**src/rtl/arbPkg.sv**
```systemverilog
package arbPkg;

  typedef enum logic [1:0] {
    ST_IDLE    = 2'd0,
    ST_ARB     = 2'd1,
    ST_BACKOFF = 2'd2
  } arbState_t;

  typedef struct packed {
    logic loadAddr;
    logic stepBit;
    logic clrIdle;
    logic incIdle;
  } arbStrobe_t;

endpackage

```
**src/rtl/arbDatapath.sv**
```systemverilog
module arbDatapath
  import arbPkg::*;
#(
  parameter int ADDR_W   = 3,
  parameter int IDLE_CYC = 4
) (
  input  logic              clk,
  input  logic              rstN,
  input  arbStrobe_t        ctl,
  input  logic [ADDR_W-1:0] nodeAddr,
  input  logic              busIn,
  output logic              curBit,
  output logic              lastBit,
  output logic              idleDone
);

  localparam int IDX_W = (ADDR_W > 1) ? $clog2(ADDR_W) : 1;
  localparam int CNT_W = (IDLE_CYC > 1) ? $clog2(IDLE_CYC + 1) : 1;
  localparam logic [IDX_W-1:0] TOP_IDX = IDX_W'(ADDR_W - 1);
  localparam logic [CNT_W-1:0] CNT_LAST = CNT_W'(IDLE_CYC - 1);

  logic [ADDR_W-1:0] addrReg;
  logic [IDX_W-1:0]  bitIdx;
  logic [CNT_W-1:0]  idleCnt;

  always_ff @(posedge clk) begin
    if (!rstN) begin
      addrReg <= '0;
      bitIdx  <= '0;
    end else if (ctl.loadAddr) begin
      addrReg <= nodeAddr;
      bitIdx  <= TOP_IDX;
    end else if (ctl.stepBit) begin
      bitIdx <= bitIdx - 1'b1;
    end
  end

  always_ff @(posedge clk) begin
    if (!rstN || ctl.clrIdle) begin
      idleCnt <= '0;
    end else if (ctl.incIdle) begin
      idleCnt <= idleCnt + 1'b1;
    end
  end

  assign curBit   = addrReg[bitIdx];
  assign lastBit  = (bitIdx == '0);
  assign idleDone = busIn && (idleCnt == CNT_LAST);

  // control never steps beyond the least significant bit
  assert_no_step_past_lsb_R2: assert property (@(posedge clk) disable iff (!rstN)
    ctl.stepBit |-> (bitIdx != '0));

  // idle counter stays within the configured window
  assert_idle_bound_R6: assert property (@(posedge clk) disable iff (!rstN)
    idleCnt < CNT_W'(IDLE_CYC));

  // a step moves exactly one bit toward the LSB
  assert_step_one_R2: assert property (@(posedge clk) disable iff (!rstN)
    (ctl.stepBit && !ctl.loadAddr) |=> (bitIdx == $past(bitIdx) - 1'b1));

endmodule

```
**src/rtl/arbControl.sv**
```systemverilog
module arbControl
  import arbPkg::*;
(
  input  logic       clk,
  input  logic       rstN,
  input  logic       startArb,
  input  logic       busIn,
  input  logic       curBit,
  input  logic       lastBit,
  input  logic       idleDone,
  output arbStrobe_t ctl,
  output logic       busOut,
  output logic       won,
  output logic       lost
);

  arbState_t state, nextState;
  logic      wonNext;

  always_comb begin
    nextState = state;
    ctl       = '0;
    wonNext   = 1'b0;
    unique case (state)
      ST_IDLE: begin
        if (startArb) begin
          ctl.loadAddr = 1'b1;
          nextState    = ST_ARB;
        end
      end
      ST_ARB: begin
        if (curBit && !busIn) begin
          ctl.clrIdle = 1'b1;
          nextState   = ST_BACKOFF;
        end else if (lastBit) begin
          wonNext   = 1'b1;
          nextState = ST_IDLE;
        end else begin
          ctl.stepBit = 1'b1;
        end
      end
      ST_BACKOFF: begin
        if (!busIn) begin
          ctl.clrIdle = 1'b1;
        end else if (idleDone) begin
          ctl.clrIdle = 1'b1;
          nextState   = ST_IDLE;
        end else begin
          ctl.incIdle = 1'b1;
        end
      end
      default: nextState = ST_IDLE;
    endcase
  end

  always_ff @(posedge clk) begin
    if (!rstN) begin
      state <= ST_IDLE;
      won   <= 1'b0;
    end else begin
      state <= nextState;
      won   <= wonNext;
    end
  end

  assign busOut = (state == ST_ARB) ? curBit : 1'b1;
  assign lost   = (state == ST_BACKOFF);

  assert_won_pulse_R4: assert property (@(posedge clk) disable iff (!rstN)
    won |=> !won);

  assert_won_lost_exclusive_R9: assert property (@(posedge clk) disable iff (!rstN)
    !(won && lost));

  assert_release_while_lost_R3: assert property (@(posedge clk) disable iff (!rstN)
    lost |-> busOut);

  assert_loss_detect_R3: assert property (@(posedge clk) disable iff (!rstN)
    (state == ST_ARB && busOut && !busIn) |=> lost);

  assert_hold_on_low_R6: assert property (@(posedge clk) disable iff (!rstN)
    (lost && !busIn) |=> lost);

  assert_exit_after_high_R6: assert property (@(posedge clk) disable iff (!rstN)
    $fell(lost) |-> $past(busIn));

  assert_no_win_from_backoff_R7: assert property (@(posedge clk) disable iff (!rstN)
    lost |=> !won);

endmodule

```
**src/rtl/wiredAndArbiter.sv**
```systemverilog
module wiredAndArbiter
  import arbPkg::*;
#(
  parameter int ADDR_W   = 3,
  parameter int IDLE_CYC = 4
) (
  input  logic              clk,
  input  logic              rstN,
  input  logic              startArb,
  input  logic [ADDR_W-1:0] nodeAddr,
  input  logic              busIn,
  output logic              busOut,
  output logic              won,
  output logic              lost
);

  arbStrobe_t ctl;
  logic curBit, lastBit, idleDone;

  arbDatapath #(.ADDR_W(ADDR_W), .IDLE_CYC(IDLE_CYC)) uDatapath (
    .clk(clk), .rstN(rstN), .ctl(ctl), .nodeAddr(nodeAddr), .busIn(busIn),
    .curBit(curBit), .lastBit(lastBit), .idleDone(idleDone)
  );

  arbControl uControl (
    .clk(clk), .rstN(rstN), .startArb(startArb), .busIn(busIn),
    .curBit(curBit), .lastBit(lastBit), .idleDone(idleDone),
    .ctl(ctl), .busOut(busOut), .won(won), .lost(lost)
  );

endmodule

```
**config.mk**
```make
export PLATFORM = sky130hd
export DESIGN_NAME = wiredAndArbiter
export DESIGN_NICKNAME = d
export VERILOG_FILES = /design/src/rtl/arbPkg.sv /design/src/rtl/arbDatapath.sv /design/src/rtl/arbControl.sv /design/src/rtl/wiredAndArbiter.sv
export SDC_FILE = /design/constraint.sdc
export NUM_CORES = 1
export LEC_CHECK = 0
export BUFFER_PORTS_ARGS = -buffer_cell sky130_fd_sc_hd__buf_2
export CAP_MARGIN = 15
export CORE_MARGIN = 2
export CORE_UTILIZATION = 45
export DETAILED_ROUTE_END_ITERATION = 16
export GPL_TIMING_DRIVEN = 0
export PLACE_DENSITY_LB_ADDON = 0.2
export SLEW_MARGIN = 40
export SYNTH_ARGS = -nofsm -noshare
export SYNTH_HDL_FRONTEND = slang
export SYNTH_SLANG_ARGS = --single-unit
```
**constraint.sdc**
```tcl
create_clock -name clk -period 1.9 [get_ports clk]
set_clock_uncertainty 0.15 [all_clocks]
set_input_delay 0.19 -clock clk [delete_from_list [all_inputs] [get_ports clk]]
set_output_delay 0.19 -clock clk [all_outputs]
set_load 0.01 [all_outputs]
```
==> results of run 1 <==
[power by group through the flow]
stage               combinational (mW)  clock [mW]  sequential (mW)
finish                           0.105       0.157            0.256
global route                     0.119       0.181            0.258
CTS                              0.104       0.166            0.256
detailed placement               0.104           0            0.261
global placement                 0.103           0            0.260
floorplan                       0.0738           0            0.259
[cells by family (layout without fill, tap and decap cells)]
| logic type | after synthesis | count (layout) | synth area share (%) |
|---|---|---|---|
| simple gates | 22 | 22 | 19.2 |
| compound gates | 15 | 15 | 17.6 |
| flops | 11 | 11 | 36.0 |
| buf+inv | 8 | 21 | 4.91 |
| fa+ha+maj | 7 | 7 | 14.3 |
| mux | 3 | 3 | 5.11 |
| xor+xnor | 2 | 2 | 2.86 |
[layout make-up]
| class | instances | area (um2) | area share [%] |
|---|---|---|---|
| Inverter | 8 | 30.0 | 4.25 |
| Tap cell | 15 | 18.8 | 2.65 |
| Timing Repair Buffer | 9 | 45.0 | 6.37 |
| Multi-Input combinational cell | 49 | 367 | 51.9 |
| Sequential cell | 11 | 220 | 31.2 |
| Clock buffer | 4 | 26.3 | 3.72 |
[cells in the final DEF (no fill, tap or decap), types with 2 or more instances in the layout]
master | netlist | final
ha_1 | 7 | 6
mux2i_1 | 2 | 2
dfxtp_1 | 11 | 11
nor2_1 | 4 | 4
inv_1 | 8 | 8
nand3b_1 | 2 | 2
buf_2 | 0 | 9
o21ai_0 | 2 | 2
nand3_1 | 3 | 3
a21oi_1 | 7 | 7
clkbuf_4 | 0 | 3
nand2_1 | 7 | 7
[layer usage]
metal	GRT usage (%)	part of all wire, %	vias to the layer above
li1	-	-	266
met1	18.8	48	226
met2	21.9	47	11
met3	3.26	4.4	2
met4	12.5	1.0	0
met5	0	0	-
[flip-flops by register name, summed over array words and instances, names as in the netlist]
signal,flops
uDatapath.idleCnt,3
uDatapath.addrReg,3
uControl.state,2
uDatapath.bitIdx,2
uControl.won,1
[stage by stage]
| stage | setup WS, ns | util (%) | instances |
|---|---|---|---|
| 3_3_place_gp | 0.0998 | 52.6 | 92 |
| 3_5_place_dp | 0.0842 | 52.6 | 92 |
| 6_report | 0.156 | 55.0 | 96 |
| 5_1_grt | 0.0366 | 55.0 | 96 |
| 4_1_cts | 0.0616 | 54.6 | 96 |
| 2_1_floorplan | 0.249 | - | 68 |
[worst paths after layout]
kind                        start                   end  slack [ns]  depth (start not counted)
max           uDatapath.bitIdx[0]   uDatapath.bitIdx[1]        0.16                          6
min reg2reg  uDatapath.addrReg[0]  uDatapath.addrReg[0]        0.31                          2
max reg2reg   uDatapath.bitIdx[0]   uDatapath.bitIdx[1]        0.16                          6
min                          rstN   uDatapath.bitIdx[0]        0.02                          2
[critical path, stage by stage (launching register included)]
cell     delay (ns)
dfxtp_1        0.38
inv_1          0.08
ha_1           0.22
nor2b_2        0.15
o311a_4        0.23
mux2_2         0.33
a21oi_1        0.13
[repair_timing]
item | 4_1_cts | 5_1_grt
hold buffers | 0 | 0
endpoints found under the hold margin | 0 | 0
endpoints found under the setup margin | 0 | 1
gates resized for setup | 0 | 2
==> results.yml, run 1 <==
outcome:
  run_status: "completed"
pwr:
  switchingPower_mw: 0.142
  power_density_nw_per_um2: 732
  max-vdd-ir-drop_mv: 0.308
  cellInternalPower_mw: 0.375
  design_power_total_mw: 0.517
  cellLeakagePower_nw: 0.298
  power_frac_comb_pct: 20.2
  power.clock.fraction_pct: 30.3
  power_switching_share_pct: 27.5
  share_seq_of_total_power_pct: 49.4
place:
  routabilityCongestion: 0.707
  port_buffers: 9
  dp.final_hpwl_um: 849
  postPlaceCellArea_um2: 676
synthesis:
  synth_edf_count: 0
  asyncSetResetFlopFracSynth_pct: 0
  syn-mean-instance-area_um2: 9.00
  yosysWarningCount: 0
  post_synth_inst_count: 68
  postSynthNetCount: 82
  netlist_top_cells_area: "dfxtp_1, ha_1, a21oi_1"
  post_synth_num_cell_types: 25
  synth-main-ff-cell: "dfxtp_1"
  post-synth-top-area-fraction_pct: 36.0
  ys_top_cells_by_count: "dfxtp_1, inv_1, a21oi_1, ha_1, nand2_1"
  mappedNetlistArea_um2: 612
  yosys.cell_count.top_type: "dfxtp_1"
  synth_top_area_cell: "dfxtp_1"
  yosys_register_bits: 11
  synth.yosys.seq_area_share_pct: 36.0
route:
  post_drt_wl_per_cell_um: 11.1
  via_count: 505
  drt_iter0_drc: 5
  drtPass1Iterations: 4
  postRouteWirelength_um: 1070
  drc_errors: 0
  routed_via_density: 5.26
  ant_nets: 0
clock_tree:
  max-clock-path-buffers: 2
  cts-root-buf: "clkbuf_4"
  tritoncts: "yes"
  cts-htree-levels: 1
  post-cts-setup-buffer-count: 0
  worst_skew_pair.late_latency_ns: 0.26
  cts_num_sinks: 11
  clk_transition_reported_paths_ns: 0.07
  cts_made_buffers: 3
setup_path:
  timing_worst_setup_path_type: "flip-flop to flip-flop"
  timing.critical_path.arrival_ns: 1.80
  path_max_fanout: 4
  crit_path_start_kind: "flip-flop"
  required_ns: 1.95
  critical_path.endpoint_type: "flip-flop"
global_route:
  via_count_of_the_first_global_routing_pass: 388
  grt_antenna_before_repair: 0
  pin_count_of_the_biggest_net_entering_global_routing: 9
  globalRouteOverflowTotal: 0
  groute.usage.overall_pct: 15.1
  global_route_wire_length_before_repair_um: 1590
timing:
  timing.fmax_mhz: 574
  worst_slew_pin_slew_ns: 0.413
  final.hold.worst_slack_ns: 0.0233
  part_of_the_cycle_the_worst_path_needs_pct: 91.8
  final.setup.tns_ns: 0
  finalSetupViolations: 0
  slew_headroom_pct: 72.2
  report.final.hold_viol_count: 0
  final-max-slew-violation-count: 0
  grt_setup_unrepaired: "false"
  min_period_ns: 1.74
die:
  fp.dieW_um: 40.9
  start_util_pct: 47.6
  die_y_um: 40.9
  io-pin-count: 10
  core_area_um2: 1280
  die_area_um2: 1670
  num_rows: 13
layout:
  area_growth_syn_to_layout_pct: 15.5
  antenna_cells_inserted: 0
  drive_gt1_share_pct: 19.8
  finish.net_count: 96
  nFillCells: 140
  finalInstanceArea_um2: 707
worst_hold_path:
  hold_path.class: "primary input to flip-flop"
run:
  drv.max_cap_violation_count: 0
Note: power is estimated with default switching activity, not from simulation.
==> run 2: changes to the inputs <==
==> constraint.sdc (replaced) <==
create_clock -name clk -period 1.9 [get_ports clk]
set_clock_uncertainty 0.15 [all_clocks]
set_input_delay 0.475 -clock clk [delete_from_list [all_inputs] [get_ports clk]]
set_output_delay 0.475 -clock clk [all_outputs]
set_load 0.01 [all_outputs]
==> results.yml, run 2 (synthesis results as in run 1) <==
place:
  port_buffers: 9
  preCtsSetupSlack_ns: 0.0842
  postPlaceCellArea_um2: 676
  dp.final_hpwl_um: 849
  routabilityCongestion: 0.707
  number_of_placed_instances_with_taps_included: 92
setup_path:
  crit_chain: "mux2i_2 -> o21a_1 -> nand2_1 -> buf_2"
  timing_worst_setup_path_type: "flip-flop to primary output"
  path_max_fanout: 3
  slowest_delay_ns: 0.36
  timing.critical_path.slowest_stage_cell: "dfxtp_2"
  crit_path_start_kind: "flip-flop"
  critical_path.endpoint_type: "primary output"
  timing.critical_path.arrival_ns: 1.24
  required_ns: 1.27
timing:
  report.final.hold_viol_count: 0
  post-route-worst-setup-slack_ns: 0.0337
  final-max-slew-violation-count: 0
  min_period_ns: 1.87
  grt_setup_unrepaired: "true"
  final.hold.worst_slack_ns: 0.306
  worst_slew_pin_slew_ns: 0.413
  part_of_the_cycle_the_worst_path_needs_pct: 98.2
  slew_headroom_pct: 72.2
  timing.fmax_mhz: 536
  final.setup.tns_ns: 0
  finalSetupViolations: 0
layout:
  nFillCells: 140
  finalInstanceArea_um2: 724
  finish.net_count: 98
  area_growth_syn_to_layout_pct: 18.4
  finish.cell_count_without_fillers: 98
  antenna_cells_inserted: 0
  most_common_library_cell_in_the_layout_ignoring_fill_and_taps: "dfxtp_1"
  layout.area.seq_um2: 221
  most-common-layout-cells: "dfxtp_1, buf_2, inv_1"
  top_flop_regs: "uDatapath.addrReg x3, uDatapath.idleCnt x3"
  multiInputGateArea_um2: 368
  drive_gt1_share_pct: 22.9
die:
  fp.dieW_um: 40.9
  start_util_pct: 47.6
  num_rows: 13
  io-pin-count: 10
  die_y_um: 40.9
  core_area_um2: 1280
  die_area_um2: 1670
route:
  routed_via_density: 5.16
  wire_length_the_detailed_router_placed_on_met1_um: 552
  ant_nets: 0
  met2_length_um: 519
  route.met3.wl_um: 28
  postRouteWirelength_um: 1110
  via_count: 506
  drt_iter0_drc: 2
  drc_errors: 0
  post_drt_wl_per_cell_um: 11.3
  drtPass1Iterations: 2
  maxUsedRoutingLayer: "met4"
clock_tree:
  cts_num_sinks: 11
  cts-root-buf: "clkbuf_4"
  max-clock-path-buffers: 2
  clk_transition_reported_paths_ns: 0.08
  hold_buffers: 0
  worst_skew_pair.late_latency_ns: 0.27
  tritoncts: "yes"
  cts-htree-levels: 1
  cts_made_buffers: 3
global_route:
  grt_antenna_before_repair: 0
  via_count_of_the_first_global_routing_pass: 396
  global_route_wire_length_before_repair_um: 1610
  pin_count_of_the_biggest_net_entering_global_routing: 9
  globalRouteOverflowTotal: 0
  groute.usage.overall_pct: 15.3
run:
  drv.max_cap_violation_count: 0
worst_hold_path:
  hold_path.class: "primary input to flip-flop"
pwr:
  max-vdd-ir-drop_mv: 0.314
  cellLeakagePower_nw: 0.310
  power_density_nw_per_um2: 726
outcome:
  run_status: "completed"
[run 2: cell types whose count changed in the layout (fill, tap and decap cells not counted)]
cell,previous run,this run
ha_2,1,0
dfxtp_1,11,10
mux2i_2,0,1
mux2i_1,2,1
dfxtp_2,0,1
buf_4,0,2
ha_1,6,7
[run 2: final timing paths]
kind,from,to,slack [ns],cells after the start
worst min-delay path,rstN,uDatapath.bitIdx[0],0.31,2
worst max-delay path,uDatapath.bitIdx[0],busOut,0.03,4
worst min register to register,uDatapath.addrReg[0],uDatapath.addrReg[0],0.32,2
worst max register to register,uDatapath.bitIdx[0],uDatapath.bitIdx[1],0.12,7
[run 2: critical path: cells and delay by family (launching register included)]
kind / cells / cell delay [ns]
compound gates: 1 / 0.18
mux: 1 / 0.25
buf+inv: 1 / 0.14
flops: 1 / 0.36
simple gates: 1 / 0.05
[run 2: power by group]
group | internal, mW | switching, mW
logic | 0.0533 | 0.0576
clock network | 0.0811 | 0.0772
registers | 0.245 | 0.0116
[run 2: cell type report]
cell class              count  area share (%)
repair buffers             11            8.29
flip-flops and latches     11            30.6
well taps                  15            2.59
clock buffers               4            3.63
multi-input cells          49            50.8
inverters                   8            4.15
[run 2: repair_timing]
item                                    CTS  global route
gates resized for setup                   2             1
setup buffers                             2             0
pin swaps                                 1             1
endpoints found under the setup margin    1             2
[run 2: metal layers]
layer | track usage (%) | up-vias
li1 | - | 270
met1 | 19.1 | 230
met2 | 22.3 | 4
met3 | 3.26 | 2
met4 | 12.5 | 0
met5 | 0 | -
[run 2: through the flow]
stage                     total power, mW  util [%]
after floorplan                     0.333         -
after global placement              0.363      52.6
after detailed placement            0.365      52.6
after CTS                           0.533      56.2
after global routing                0.564      56.4
final                               0.526      56.4
